$ cat config.mk
export PLATFORM = sky130hd
export DESIGN_NAME = tx_done_reporter
export DESIGN_NICKNAME = d
export VERILOG_FILES = /design/src/rtl/txd_pkg.sv /design/src/rtl/txd_chan_state.sv /design/src/rtl/txd_classify.sv /design/src/rtl/txd_out_reg.sv /design/src/rtl/tx_done_reporter.sv
export SDC_FILE = /design/constraint.sdc
export NUM_CORES = 1
export LEC_CHECK = 0
export ABC_CLOCK_PERIOD_IN_PS = 3300
export BUFFER_PORTS_ARGS = -buffer_cell sky130_fd_sc_hd__buf_2
export CORE_MARGIN = 3
export CORE_UTILIZATION = 50
export DETAILED_ROUTE_END_ITERATION = 8
export GPL_TIMING_DRIVEN = 0
export PLACE_DENSITY_LB_ADDON = 0.3
export SYNTH_ARGS = -nofsm -noshare
export SYNTH_HDL_FRONTEND = slang
export SYNTH_SLANG_ARGS = --single-unit
$ cat constraint.sdc
create_clock -name clk -period 3.3 [get_ports clk]
set_clock_uncertainty 0.05 [all_clocks]
set_input_delay 0.495 -clock clk [delete_from_list [all_inputs] [get_ports clk]]
set_output_delay 0.495 -clock clk [all_outputs]
set_load 0.005 [all_outputs]
$ cat src/rtl/txd_pkg.sv
package txd_pkg;
   typedef enum logic [1:0] {
      POS_SINGLE = 2'b00,
      POS_FIRST  = 2'b01,
      POS_MIDDLE = 2'b10,
      POS_LAST   = 2'b11
   } pos_e;

   typedef enum logic [2:0] {
      ST_PKT_OK    = 3'b000,
      ST_BUF_FIRST = 3'b001,
      ST_BUF_MID   = 3'b010,
      ST_BUF_LAST  = 3'b011,
      ST_NOT_EN    = 3'b100,
      ST_DESC_ERR  = 3'b101,
      ST_ABORT     = 3'b110,
      ST_UNDERFLOW = 3'b111
   } status_e;
endpackage

$ cat src/rtl/txd_chan_state.sv
module txd_chan_state #(
   parameter int NUM_CH = 8,
   localparam int CH_W = $clog2(NUM_CH)
) (
   input  logic              clk,
   input  logic              rst_n,
   input  logic              cfg_we,
   input  logic [CH_W-1:0]   cfg_chan,
   input  logic              cfg_en,
   input  logic              cfg_mode,
   input  logic              upd_we,
   input  logic [CH_W-1:0]   upd_chan,
   input  logic              upd_en,
   output logic [NUM_CH-1:0] en_vec,
   output logic [NUM_CH-1:0] mode_vec
);
   for (genvar c = 0; c < NUM_CH; c++) begin : g_ch
      logic hit_cfg, hit_upd;
      assign hit_cfg = cfg_we && (cfg_chan == CH_W'(c));
      assign hit_upd = upd_we && (upd_chan == CH_W'(c));

      // event update has priority over a configuration write
      always_ff @(posedge clk) begin
         if (!rst_n)       en_vec[c] <= 1'b0;
         else if (hit_upd) en_vec[c] <= upd_en;
         else if (hit_cfg) en_vec[c] <= cfg_en;
      end

      always_ff @(posedge clk) begin
         if (!rst_n)       mode_vec[c] <= 1'b0;
         else if (hit_cfg) mode_vec[c] <= cfg_mode;
      end
   end
endmodule

$ cat src/rtl/txd_classify.sv
module txd_classify
   import txd_pkg::*;
(
   input  logic       ch_en,
   input  logic       ch_mode,
   input  logic       revive,
   input  logic [1:0] pos,
   input  logic       abort,
   input  logic       underflow,
   input  logic       mismatch,
   input  logic       zero_len,
   output logic       emit,
   output logic [2:0] status,
   output logic       new_en
);
   logic live;
   assign live = ch_en | revive;

   always_comb begin
      emit   = 1'b1;
      status = ST_NOT_EN;
      new_en = 1'b0;
      if (!live) begin
         status = ST_NOT_EN;
      end else if (mismatch || zero_len) begin
         status = ST_DESC_ERR;
      end else if (abort) begin
         status = ST_ABORT;
      end else if (underflow) begin
         status = ST_UNDERFLOW;
      end else begin
         new_en = 1'b1;
         if (ch_mode) begin
            case (pos_e'(pos))
               POS_FIRST:  status = ST_BUF_FIRST;
               POS_MIDDLE: status = ST_BUF_MID;
               default:    status = ST_BUF_LAST;
            endcase
         end else begin
            status = ST_PKT_OK;
            emit   = (pos_e'(pos) == POS_LAST) || (pos_e'(pos) == POS_SINGLE);
         end
      end
   end
endmodule

$ cat src/rtl/txd_out_reg.sv
module txd_out_reg #(
   parameter int IDX_W = 16,
   parameter int CH_W  = 3
) (
   input  logic             clk,
   input  logic             rst_n,
   input  logic             load,
   input  logic [2:0]       in_status,
   input  logic [IDX_W-1:0] in_idx,
   input  logic [CH_W-1:0]  in_chan,
   input  logic             dq_ready,
   output logic             free,
   output logic             dq_valid,
   output logic [2:0]       dq_status,
   output logic [IDX_W-1:0] dq_idx,
   output logic [CH_W-1:0]  dq_chan
);
   assign free = !dq_valid || dq_ready;

   always_ff @(posedge clk) begin
      if (!rst_n) begin
         dq_valid <= 1'b0;
      end else if (load) begin
         dq_valid <= 1'b1;
      end else if (dq_ready) begin
         dq_valid <= 1'b0;
      end
   end

   always_ff @(posedge clk) begin
      if (!rst_n) begin
         dq_status <= '0;
         dq_idx    <= '0;
         dq_chan   <= '0;
      end else if (load) begin
         dq_status <= in_status;
         dq_idx    <= in_idx;
         dq_chan   <= in_chan;
      end
   end
endmodule

$ cat src/rtl/tx_done_reporter.sv
module tx_done_reporter #(
   parameter int NUM_CH = 8,
   parameter int IDX_W  = 16,
   localparam int CH_W  = $clog2(NUM_CH)
) (
   input  logic             clk,
   input  logic             rst_n,
   input  logic             cfg_we,
   input  logic [CH_W-1:0]  cfg_chan,
   input  logic             cfg_en,
   input  logic             cfg_mode,
   input  logic             ev_valid,
   output logic             ev_ready,
   input  logic [CH_W-1:0]  ev_chan,
   input  logic [1:0]       ev_pos,
   input  logic [IDX_W-1:0] ev_idx,
   input  logic             ev_revive,
   input  logic             ev_abort,
   input  logic             ev_underflow,
   input  logic             ev_mismatch,
   input  logic             ev_zero_len,
   output logic             dq_valid,
   input  logic             dq_ready,
   output logic [2:0]       dq_status,
   output logic [IDX_W-1:0] dq_idx,
   output logic [CH_W-1:0]  dq_chan
);
   if (NUM_CH < 2 || (1 << CH_W) != NUM_CH) begin : g_bad_ch
      $error("NUM_CH must be a power of two, at least 2");
   end
   if (IDX_W < 1) begin : g_bad_idx
      $error("IDX_W must be at least 1");
   end

   logic [NUM_CH-1:0] en_vec, mode_vec;
   logic              acc, emit, new_en;
   logic [2:0]        cls_status;

   assign acc = ev_valid && ev_ready;

   txd_chan_state #(.NUM_CH(NUM_CH)) u_state (
      .clk      (clk),
      .rst_n    (rst_n),
      .cfg_we   (cfg_we),
      .cfg_chan (cfg_chan),
      .cfg_en   (cfg_en),
      .cfg_mode (cfg_mode),
      .upd_we   (acc),
      .upd_chan (ev_chan),
      .upd_en   (new_en),
      .en_vec   (en_vec),
      .mode_vec (mode_vec)
   );

   txd_classify u_cls (
      .ch_en     (en_vec[ev_chan]),
      .ch_mode   (mode_vec[ev_chan]),
      .revive    (ev_revive),
      .pos       (ev_pos),
      .abort     (ev_abort),
      .underflow (ev_underflow),
      .mismatch  (ev_mismatch),
      .zero_len  (ev_zero_len),
      .emit      (emit),
      .status    (cls_status),
      .new_en    (new_en)
   );

   txd_out_reg #(.IDX_W(IDX_W), .CH_W(CH_W)) u_out (
      .clk       (clk),
      .rst_n     (rst_n),
      .load      (acc && emit),
      .in_status (cls_status),
      .in_idx    (ev_idx),
      .in_chan   (ev_chan),
      .dq_ready  (dq_ready),
      .free      (ev_ready),
      .dq_valid  (dq_valid),
      .dq_status (dq_status),
      .dq_idx    (dq_idx),
      .dq_chan   (dq_chan)
   );
endmodule

Word level (Yosys, flattened, before mapping) --
Cells that the tools add are included.
Storage, ports and cells: register bits after elaboration 39, input bits 36, output and inout port bits 24, logic and storage cells 110
Cells by class: order comparisons 1, equality and inequality tests 17, muxes and demuxes 37, bitwise logic cells 1, reduce and logical (&&, ||, !) cells 34
Operator list (count):
- 1-bit 2-to-1 mux | 29
- 3-bit equality test (second input constant) | 8
- 1-bit logical AND | 18
- 2-bit nonzero test | 9
- 3-bit by 2-bit equality test with 1-bit output (second input constant) | 4
- 3-bit 2-to-1 mux | 4
- 1-bit binary-select mux with 3-bit select | 2
- 3-bit by 1-bit equality test with 1-bit output (second input constant) | 2
- 3-bit logical NOT | 2
- 2-bit equality test (second input constant) | 2
- 3-bit by 4-bit less-than comparator with 1-bit output (second input constant) | 1
- 2-bit case mux with 2 select lines | 1
- 1-bit logical OR | 3
- 2-bit by 1-bit equality test with 1-bit output (second input constant) | 1
- 2-bit logical NOT | 1
- 2-bit 2-to-1 mux | 1
- 1-bit logical NOT | 1
- 1-bit OR | 1

Depth between registers and ports, before layout --
Gate-level depths: netlist of run 1.
depth in word-level cells 9, gate-level depth with buffers 7, mapped depth without buffers 5

Hierarchy --
From an unflattened synthesis of run 1, not the netlist that was laid out.
Unflattened totals: cell total of the unflattened synthesis 184, area, all modules 1968.1 sq um
Modules (own cells, without submodules):
- txd_out_reg | times used 1, cells an instance 75, area an instance 894.6 sq um
- txd_chan_state | times used 1, cells an instance 85, area an instance 819.5 sq um
- tx_done_reporter | times used 1, cells an instance 8, area an instance 140.1 sq um
- txd_classify | times used 1, cells an instance 16, area an instance 113.9 sq um

Least setup slack after synthesis of run 1 --
No wires, ideal clock.
path kind in2reg, from input port ev_chan[2], to register u_state.en_vec[0], arrival time 2.215 ns, path slack 0.920 ns, cell stages on the path 7, path buffers 2, cells stage by stage clkbuf_1 mux4_2 o22ai_2 and3b_1 buf_6 or4_1 and3_1
On the way: cells in the longest elaborated chain, start to end 5, elaborated cells between the ends (all ways) 8
RTL lines:
- start, declared | line tx_done_reporter.sv:14 | input logic [CH_W-1:0] ev_chan,
- 1-bit binary-select mux with 3-bit select | line tx_done_reporter.sv:56 | .ch_en (en_vec[ev_chan]),
- 1-bit 2-to-1 mux (implied by the code) | line tx_done_reporter.sv:56
- 1-bit OR | line txd_classify.sv:17 | assign live = ch_en | revive;
- 1-bit 2-to-1 mux | line txd_classify.sv:23 | if (!live) begin
- 1-bit 2-to-1 mux | line txd_chan_state.sv:25 | else if (hit_upd) en_vec[c] <= upd_en;
- end signal, assigned by index | line txd_chan_state.sv:25
- end signal, assigned by index | line txd_chan_state.sv:26 | else if (hit_cfg) en_vec[c] <= cfg_en;
- end, declared | line txd_chan_state.sv:14 | output logic [NUM_CH-1:0] en_vec,
Parallel ways exist; a longest one is shown, timed or not. The select of a mux whose other input is x is not followed. A chain may end at the register's enable or synchronous reset.

Worst setup path in the final report of run 1 --
from input port ev_chan[2], to register u_out.dq_idx[14]
On the way: cells in the longest elaborated chain, start to end 8, elaborated cells between the ends (all ways) 11
RTL lines:
- 1-bit binary-select mux with 3-bit select | line tx_done_reporter.sv:57 | .ch_mode (mode_vec[ev_chan]),
- 1-bit 2-to-1 mux (implied by the code) | line tx_done_reporter.sv:57
- 1-bit 2-to-1 mux | line txd_classify.sv:33 | if (ch_mode) begin
- 1-bit 2-to-1 mux | line txd_classify.sv:29 | end else if (underflow) begin
- 1-bit 2-to-1 mux | line txd_classify.sv:27 | end else if (abort) begin
- 1-bit 2-to-1 mux | line txd_classify.sv:25 | end else if (mismatch || zero_len) begin
- 1-bit 2-to-1 mux * | line txd_classify.sv:23
- 1-bit logical AND * | line tx_done_reporter.sv:72 | .load (acc && emit),
- end signal, assigned | line txd_out_reg.sv:37 | dq_idx <= in_idx;
- end, declared | line txd_out_reg.sv:15 | output logic [IDX_W-1:0] dq_idx,
Mark *: on every way between the ends. The rest lies on a longest branch, timed or not. The select of a mux whose other input is x is not followed.

==> metrics.md, run 1 <==
| Metric | Value |
|---|---|
| Status | finished, final reports clean |
| Routability congestion estimate | 0.855 |
| Largest net degree at the start of global routing | 14 |
| Relative slew slack | 67.5% |
| Vias in the first global route | 1,589 |
| CP Class | input port to flip-flop |
| Clk slew on worst S/H paths | 80 ps |
| CP bufs+invs | 2 |
| Startpoint Class | input port |
| Worst Tran Pin Value | 484 ps |
| R2R cell count | 6 |
| WL final | 4.45 mm |
| Final period util | 69.9% |
| Arrival @ worst endpoint | 2470 ps |
| Initial core utilization | 54.8% |
| Resized cells post-CTS | 0 |
| Count of cell types in the netlist | 34 |
| # Post-CTS Setup Buffers | 0 |
| Final ANT Viol Nets | 0 |
| Max stage delay on crit path | 380 ps |
| Yosys top cell by area | dfxtp_1 |
| CTS tree | yes |
| Number of enable flip-flop cells after synthesis | 0 |
| Ratio of cells with drive above 1 in the final layout | 26.2% |
| Die width | 68.1 µm |
| Crit path time final | 2310 ps |
| Peak supply drop | 0.307 mV |
| Drt pass-1 iters | 4 |
| Die Y | 68.1 µm |
| Ranking of synthesized cells by area | dfxtp_1, mux2i_1, nand2_1 |
| Endpoints failing hold | 0 |
| Setup slack after layout | 993 ps |
| Synth Register Bits | 39 |
| Critical Path RT | 3460 ps |
| HP Class | input port to flip-flop |
| H-Tree Depth | 2 |
| CP cell instances | clkbuf_1, mux4_2, o22ai_2, and3b_1, a21oi_1, buf_4, mux2i_1 |
| Predominant post-synthesis flop cell | dfxtp_1 |
| Asr flop ratio synth | 0% |
| TritonCTS Buffers | 5 |
| Buffers on Ports | 55 |
| Wire per inst | 14.0 µm |
| FF-to-FF Start | u_state.en_vec[6] |
| Pwr dens | 477 mW/mm² |
| Syn_area_per_cell | 9.28 µm² |
| Unrepaired setup endpoints after global routing | no |
| DRT iter0 DRCs | 79 |
| Hpwl dp | 3.26 mm |
| Min-delay src | ev_idx[2] |
| Pre-CTS WS | 700 ps |
| Area Growth Syn to Fin | 24.3% |
| Yosys top cell area share | 40.5% |
| Layout Cells excl Fill | 317 |
| Number of synthesis warnings | 0 |
| CP max FO | 10 |
| Hold Crit Depth | 3 |
| Netlist Area Pre-Place | 0.00193 mm² |
| Max Cap Viol | 0 |
| Post-CTS Hold Buffers | 0 |
| CP endpoint kind | flip-flop |
| Gr ovfl total | 0 |
| Gr usage total | 20.8% |
| DRC | 0 |
| Clock Path Buffers | 2 |
| Largest delay share family, worst path | multiplexers |
| Placed Cells | 309 |
| Clk Latency, worst-skew pair | 290 ps |
| Drt via density | 5.43 |
| Core ar. | 0.00352 mm² |
| Final nets | 308 |
| Internal reg-to-reg setup slack | 1130 ps |
| Mapped Cells | 208 |
| Top cells by count, synth | nand2_1, dfxtp_1, mux2i_1 |
| First-pass GRT wire length | 7.20 mm |
| Leakage | 1.12 nW |
| Root buf cell | clkbuf_8 |
| Total negative setup slack | 0 ps |
| Initial antenna violation count | 0 |
| Syn Nets | 246 |
| Final setup fails | 0 |
| Final core utilization | 68.1% |
| Clk sinks | 39 |
| Num ports | 60 |
| Most common cell in the netlist | nand2_1 |
| Count of pins over their slew limit | 0 |
| Via count | 1,722 |
| FMAX | 433 MHz |
| Post-synthesis sequential area ratio | 40.5% |
| R2R Path End | u_out.dq_idx[14] |
| Die ar. | 0.00464 mm² |
| Site Rows | 21 |
| Slowest CP cell | mux4_2 |
| Hold EP | u_out.dq_idx[2] |
| Ant. Diodes | 0 |
==> report_power, final <==
group | switching [mW] | internal, mW | leakage, nW
Clock | 0.175 | 0.302 | 0.0644
Combinational | 0.0837 | 0.0759 | 0.737
Sequential | 0.0128 | 0.496 | 0.320
Total | 0.271 | 0.874 | 1.12
==> tightest hold or removal path, delay by kind of cell <==
kind,cells,cell delay [ps]
mux,1,50
simple gates,1,40
buf+inv,1,90
==> per-stage QoR <==
stage | hold slack [ps] | power (mW) | instance area [µm²]
2_1_floorplan | 401 | 0.615 | 1930
3_3_place_gp | 388 | 0.675 | 2260
3_5_place_dp | 395 | 0.679 | 2260
4_1_cts | 381 | 1.15 | 2400
5_1_grt | 393 | 1.19 | 2400
6_report | 388 | 1.14 | 2400
==> state kept, by name, summed over array words and instances (netlist names) <==
register / flops
u_out.dq_idx: 16
u_state.en_vec: 8
u_state.mode_vec: 8
u_out.dq_chan: 3
u_out.dq_status: 3
u_out.dq_valid: 1
==> layer usage <==
metal | GRT usage (%) | up-vias | wire, µm
met5 | 0 | - | 0
met4 | 5.46 | 0 | 48
met3 | 7.22 | 6 | 330
met2 | 33.1 | 58 | 2100
met1 | 26.7 | 800 | 1970
li1 | - | 858 | -
==> logic make-up (layout without fill, tap and decap cells) <==
kind of cell	count (synthesis)	after routing	synth area share, %
buffers and inverters	19	82	4.47
and+or+nand+nor	81	81	20.8
muxes	41	41	22.8
AOI/OAI and AO/OA	26	26	10.2
adders and majority gates	2	2	1.30
DFF	39	39	40.5
==> final cells by class <==
class / count / area [µm²]
buffer: 16 / 75.1
clock buffer: 5 / 68.8
clock inverter: 3 / 67.6
fill: 305 / 1120
inverter: 3 / 11.3
multi-input combinational: 150 / 1060
sequential: 39 / 781
tap: 46 / 57.6
timing repair buffer: 55 / 275
==> how the worst max path moves through the flow <==
stage	from	endpoint	cells after the start
2_1_floorplan	ev_chan[2]	u_state.en_vec[0]	7
3_3_place_gp	ev_chan[2]	u_state.en_vec[4]	7
3_5_place_dp	ev_chan[2]	u_state.en_vec[4]	7
4_1_cts	ev_chan[2]	u_out.dq_idx[14]	7
5_1_grt	ev_chan[2]	u_out.dq_idx[14]	7
6_report	ev_chan[2]	u_out.dq_idx[14]	7
==> cells in the final DEF (no fill, tap or decap), drive strengths merged <==
cell	synthesis	layout
a2bb2oi	1	1
o21a	1	1
o31ai	2	2
o211ai	1	1
clkinvlp	0	1
ha	2	2
and3	2	2
bufinv	0	2
nand2b	7	7
nor3	2	2
nand2	43	43
nor2	3	3
o21ai	8	8
nor2b	8	8
mux2	1	1
o311a	7	7
buf	3	58
mux2i	38	38
nand4	1	1
mux4	2	2
o32ai	2	2
clkbuf	13	18
a31oi	2	2
or2	2	2
nand3b	1	1
nand4b	3	3
dfxtp	39	39
and3b	1	1
or4	2	2
inv	3	3
a21oi	1	1
nor3b	2	2
o22ai	1	1
nand3	4	4
No activity file was read; power rests on OpenSTA's default activity.
==> run 2: changes to the inputs <==
- ABC_CLOCK_PERIOD_IN_PS: 3300 -> 2000
- CORE_UTILIZATION: 50 -> 46
- clock period: 3.3 -> 2 ns (I/O delays scaled with it)
==> run 2 against run 1 <==
Net effect: the run now ends with setup timing left; non-clock buffer count grew 6; sequential power grew 65%; design area grew 1.4%; worst setup slack lost 1100 ps; critical path type is now flip-flop to flip-flop.
==> metrics.md, run 2 (synthesis gave the netlist of run 1 again) <==
| Metric | Value |
|---|---|
| Status | complete, but fails checks |
| Failing checks | setup timing |
| CP Class | flip-flop to flip-flop |
| Pwr dens | 676 mW/mm² (+42%) |
| Relative slew slack | 62.0% (-5.5 points) |
| R2R Path End | u_state.en_vec[4] |
| CP cell instances | mux4_2, o22ai_4, and3b_2, buf_6, or4_1, and3_1 |
| Gr usage total | 18.2% (-2.5 points) |
| Total negative setup slack | -196 ps (-196 ps) |
| Biggest regs | u_out.dq_idx: 16 flops, u_state.en_vec: 8 flops, u_state.mode_vec: 8 flops |
| Initial core utilization | 50.1% (-4.7 points) |
| Max reg flops | 16 (unchanged) |
| Hold EP | u_out.dq_idx[9] |
| Clk sinks | 39 (unchanged) |
| Num ports | 60 (unchanged) |
| TritonCTS Buffers | 5 (unchanged) |
| Min Hold Slack | 195 ps (-193 ps) |
| CP endpoint kind | flip-flop |
| DRC | 0 (unchanged) |
| Core ar. | 0.00385 mm² (+9.5%) |
| Die ar. | 0.00501 mm² (+7.9%) |
| Wire per inst | 14.0 µm (-0.34%) |
| Arrival @ worst endpoint | 2210 ps (-260 ps) |
| Final period util | 104% |
| Ratio of cells with drive above 1 in the final layout | 29.2% (+3.0 points) |
| H-Tree Depth | 2 (unchanged) |
| Slowest CP cell | mux4_2 |
| Commonest non-fill, non-tap cell in the layout | buf_2 |
| Unrepaired setup endpoints after global routing | yes |
| Peak supply drop | 0.555 mV (+81%) |
| Pre-CTS WS | -295 ps (-995 ps) |
| Clock Path Buffers | 2 (unchanged) |
| Comb power frac | 17.5% (+3.6 points) |
| Hold Crit Depth | 3 (unchanged) |
| First-pass GRT wire length | 7.32 mm (+1.6%) |
| CP max FO | 4 (-6) |
| Final ANT Viol Nets | 0 (unchanged) |
| CP bufs+invs | 1 (-1) |
| Internal reg-to-reg setup slack | -70 ps (-1200 ps) |
| Clk slew on worst S/H paths | 80 ps (about the same) |
| Post-CTS Hold Buffers | 0 (unchanged) |
| Switching pwr | 440 µW (+62%) |
| Vias in the first global route | 1,534 (-3.5%) |
| Count of pins over their slew limit | 0 (unchanged) |
| Buffers on Ports | 55 (unchanged) |
| Max Cap Viol | 0 (unchanged) |
| Worst Tran Pin Value | 566 ps (+82.4 ps) |
| Critical Path RT | 2140 ps (-1320 ps) |
| Startpoint Class | flip-flop |
| CP startpoint | u_state.en_vec[6] |
| Gr ovfl total | 0 (unchanged) |
| DRT iter0 DRCs | 126 (+59%) |
| Commonest non-fill, non-tap cells in the layout | buf_2, nand2_1, mux2i_1, dfxtp_1, clkbuf_1 |
| WL final | 4.55 mm (+2.2%) |
| Site Rows | 22 (+4.8%) |
| Area Growth Syn to Fin | 26.1% |
| Largest delay share family, worst path | simple AND/OR/NAND/NOR gates |
| Leakage | 1.14 nW (+1.3%) |
| HP Class | input port to flip-flop |
| Sw Ratio | 26.7% (+3.1 points) |
| Filler Cell Count | 349 (+14%) |
| Setup slack after layout | -72.4 ps (-1070 ps) |
| Final setup fails | 5 (+5) |
| Clk pwr share | 31.4% (-10 points) |
| Initial antenna violation count | 0 (unchanged) |
| Max stage delay on crit path | 490 ps (+110 ps) |
| Top reg by flops | u_out.dq_idx |
| Die Y | 70.8 µm (+3.9%) |
| Root buf cell | clkbuf_8 |
| Part of the power in registers | 51.1% (+6.6 points) |
| Routability congestion estimate | 0.814 (-4.8%) |
| Int Pwr | 1.21 mW (+38%) |
| Clk Latency, worst-skew pair | 290 ps (about the same) |
| R2R cell count | 6 (unchanged) |
| Endpoints failing hold | 0 (unchanged) |
| Drt via density | 5.35 (-1.5%) |
| Drt pass-1 iters | 4 (unchanged) |
| Die width | 70.8 µm (+3.9%) |
| Via count | 1,739 (+0.99%) |
| CTS tree | yes |
| Crit path time final | 2070 ps |
| Ant. Diodes | 0 (unchanged) |
| Final nets | 314 (+1.9%) |
| FMAX | 483 MHz |
| Hpwl dp | 3.32 mm (+1.9%) |
| Largest net degree at the start of global routing | 12 (-2) |
| FF-to-FF Start | u_state.en_vec[6] |
| Min-delay src | ev_idx[9] |
## run 2: how the worst max path moves through the flow
stage	end	slack [ps]	cells after the start
floorplan	u_state.en_vec[0]	10	6
global placement	u_out.dq_idx[12]	-270	8
detailed placement	u_out.dq_idx[11]	-300	7
CTS	u_state.en_vec[0]	-60	6
global route	u_state.en_vec[4]	-130	6
finish	u_state.en_vec[4]	-70	6
## run 2: layer usage
metal | track usage [%] | share of wire, % | up-vias
met5 | 0 | 0 | -
met4 | 5.01 | 1.1 | 0
met3 | 5.82 | 6.8 | 5
met1 | 25.4 | 46 | 804
li1 | - | - | 872
met2 | 27.1 | 46 | 58
## run 2: final cells by class
type / instances / area [µm²] / area share, %
buffer: 16 / 95.1 / 3.91
timing repair buffer: 61 / 324 / 13.3
inverter: 3 / 11.3 / 0.463
sequential: 39 / 782 / 32.2
clock inverter: 1 / 5.00 / 0.206
tap: 48 / 60.1 / 2.47
multi-input combinational: 150 / 1080 / 44.3
clock buffer: 7 / 76.3 / 3.14
## run 2: worst min-delay path: stages
cell	delay, ps
buf_2	90
nand2_1	40
mux2i_1	50
## run 2: timing repair
action | in CTS | in global routing
setup buffers | 3 | 3
cloned | 0 | 0
gates resized for setup | 5 | 7
hold endpoints to repair | 0 | 0
pin swaps | 4 | 6
setup endpoints to repair | 22 | 28
## run 2: through the flow
stage | std cells | power, mW | instance area [µm²] | util (%)
2_1_floorplan | 208 | 1.02 | 1930 | -
3_3_place_gp | 311 | 1.12 | 2260 | 58.8
3_5_place_dp | 311 | 1.12 | 2260 | 58.8
4_1_cts | 322 | 1.64 | 2380 | 61.8
5_1_grt | 325 | 1.73 | 2430 | 63.1
6_report | 325 | 1.65 | 2430 | 63.1
## run 2: power by group through the flow
stage / combinational (mW) / clock (mW) / sequential (mW)
2_1_floorplan: 0.157 / 0 / 0.858
3_3_place_gp: 0.261 / 0 / 0.856
3_5_place_dp: 0.267 / 0 / 0.857
4_1_cts: 0.275 / 0.529 / 0.840
5_1_grt: 0.319 / 0.566 / 0.845
6_report: 0.289 / 0.516 / 0.840
==> run 3: changes to the inputs <==
- CORE_UTILIZATION: 46 -> 47
- CTS_BUF_LIST: not set -> sky130_fd_sc_hd__clkbuf_8
- REMOVE_ABC_BUFFERS: not set -> 1
==> run 3 against run 2 <==
Net effect: sequential share of layout area is 0.20 points higher; core utilization is 0.62 points higher; die area is 1.9% lower; cell count is 3.7% lower; clock power is 50% higher; the flow still finishes with violations (setup timing).
==> metrics.md, run 3 (synthesis gave the netlist of run 1 again) <==
| Metric | Value |
|---|---|
| Critical Path RT | 2130 ps (about the same) |
| Filler Cell Count | 323 (-7.4%) |
| Relative slew slack | 38.0% (-24 points) |
| Initial antenna violation count | 0 (unchanged) |
| Clk sinks | 39 (unchanged) |
| Ant. Diodes | 0 (unchanged) |
| WL final | 4.14 mm (-9.0%) |
| Final nets | 302 (-3.8%) |
| Storage element area | 783 µm² (+0.16%) |
| Hpwl dp | 2.86 mm (-14%) |
| Leakage | 1.14 nW (+0.16%) |
| R2R cell count | 5 (-1) |
| Drt via density | 5.38 (+0.61%) |
| Top reg by flops | u_out.dq_idx |
| First-pass GRT wire length | 7.17 mm (-2.1%) |
| Final setup fails | 1 (-4) |
| Final period util | 101% (-2.6 points) |
| Status | complete, but fails checks |
| Endpoints failing hold | 0 (unchanged) |
| Failing checks | setup timing |
| Die Y | 70.1 µm (-0.98%) |
| CP startpoint | u_state.en_vec[6] |
| Clk Latency, worst-skew pair | 290 ps (about the same) |
| Area occupied by multi-input gates | 0.00107 mm² (-0.70%) |
| CP max FO | 6 (+2) |
| DRT iter0 DRCs | 77 (-39%) |
| Initial core utilization | 50.8% (+0.73 points) |
| Layout Cells excl Fill | 313 (-3.7%) |
| Setup slack after layout | -20.0 ps (+52.4 ps) |
| Final ANT Viol Nets | 0 (unchanged) |
| FF-to-FF Start | u_state.en_vec[6] |
| Largest net degree at the start of global routing | 60 (+48) |
| Biggest regs | u_out.dq_idx: 16 flops, u_state.en_vec: 8 flops, u_state.mode_vec: 8 flops |
| Max Cap Viol | 0 (unchanged) |
| Min Hold Slack | 197 ps (+1.59 ps) |
| Ratio of cells with drive above 1 in the final layout | 31.3% (+2.1 points) |
| Unrepaired setup endpoints after global routing | yes |
| Placed Cells | 300 (-3.5%) |
| Clock Path Buffers | 2 (unchanged) |
| Peak supply drop | 0.655 mV (+18%) |
| R2R Path End | u_state.en_vec[4] |
| Area Growth Syn to Fin | 25.5% |
| FMAX | 495 MHz (+2.6%) |
| Arrival @ worst endpoint | 2150 ps (-60 ps) |
| Die ar. | 0.00491 mm² (-1.9%) |
| Wire per inst | 13.2 µm (-5.5%) |
| HP Class | input port to flip-flop |
| Site Rows | 22 (unchanged) |
| Root buf cell | clkbuf_8 |
| Buffers on Ports | 59 (+7.3%) |
| Drt pass-1 iters | 4 (unchanged) |
| Final core utilization | 63.7% (+0.62 points) |
| Pwr dens | 778 mW/mm² (+15%) |
| CP endpoint | u_state.en_vec[4] |
| Gr ovfl total | 0 (unchanged) |
| Count of pins over their slew limit | 0 (unchanged) |
| Via count | 1,685 (-3.1%) |
| Vias in the first global route | 1,571 (+2.4%) |
| Commonest non-fill, non-tap cells in the layout | buf_2, nand2_1, mux2i_1 |
| H-Tree Depth | 2 (unchanged) |
| Gr usage total | 17.7% (-0.56 points) |
| Commonest non-fill, non-tap cell in the layout | buf_2 |
| DRC | 0 (unchanged) |
| Routability congestion estimate | 0.776 (-4.7%) |
| Core ar. | 0.00380 mm² (-1.4%) |
| Crit path time final | 2020 ps (-52.4 ps) |
| Internal reg-to-reg setup slack | -20 ps (+50 ps) |
| Startpoint Class | flip-flop |
| Num ports | 60 (unchanged) |
| Worst Tran Pin Value | 930 ps (+364 ps) |
| Tot Pwr | 1.88 mW (+14%) |
| CP endpoint kind | flip-flop |
| CTS tree | yes |
| Clk slew on worst S/H paths | 80 ps (about the same) |
| CP Class | flip-flop to flip-flop |
| Die width | 70.1 µm (-0.98%) |
| TritonCTS Buffers | 5 (unchanged) |
| Max reg flops | 16 (unchanged) |
[run 3: per-stage QoR]
| step | setup TNS, ps | cell area [µm²] | setup WS (ps) |
|---|---|---|---|
| 6_report | -20.0 | 2420 | -20.0 |
| 5_1_grt | -137 | 2420 | -92.9 |
| 4_1_cts | -85.3 | 2410 | -46.0 |
| 3_5_place_dp | -18420 | 2230 | -844 |
| 3_3_place_gp | -46280 | 2210 | -2110 |
| 2_1_floorplan | -23660 | 1850 | -1130 |
[run 3: what timing repair did]
| item | 4_1_cts | 5_1_grt |
|---|---|---|
| buffers inserted | 5 | 0 |
| hold buffers | 0 | 0 |
| resized for setup | 4 | 4 |
| pin swaps | 2 | 2 |
| setup endpoints to repair | 23 | 12 |
| cloned | 0 | 0 |
[run 3: power by group]
part           internal [mW]  switching [mW]
registers              0.819          0.0202
logic                  0.133           0.139
clock network          0.497           0.274
[run 3: critical path, stage by stage, from the launching register on]
cell and delay [ps]:
dfxtp_2 330, mux4_2 460, o22ai_2 160, and3b_2 280
or4_1 470, and3_1 170
[run 3: area by class of cell]
class | count | area share [%]
flip-flops and latches | 39 | 32.4
clock buffers | 5 | 2.84
repair buffers | 65 | 14.8
inverters | 3 | 0.465
multi-input cells | 150 | 44.2
well taps | 48 | 2.48
clock inverters | 3 | 2.79
[run 3: worst min-delay path by stage]
stage          cells after the start  slack, ps                   to             start
2_1_floorplan                      1        380  u_state.mode_vec[0]             rst_n
3_3_place_gp                       2        390     u_out.dq_idx[14]  u_out.dq_idx[14]
3_5_place_dp                       2        390     u_out.dq_chan[1]  u_out.dq_chan[1]
4_1_cts                            3        190      u_out.dq_idx[5]         ev_idx[5]
5_1_grt                            3        190     u_out.dq_idx[10]        ev_idx[10]
6_report                           3        200      u_out.dq_idx[5]         ev_idx[5]
[run 3: layer usage]
metal	track usage (%)	vias up	part of all wire, %
met5	0	-	0
met4	5.11	0	0.43
met3	4.46	2	6.2
met2	28.1	50	46
met1	23.6	783	47
li1	-	850	-
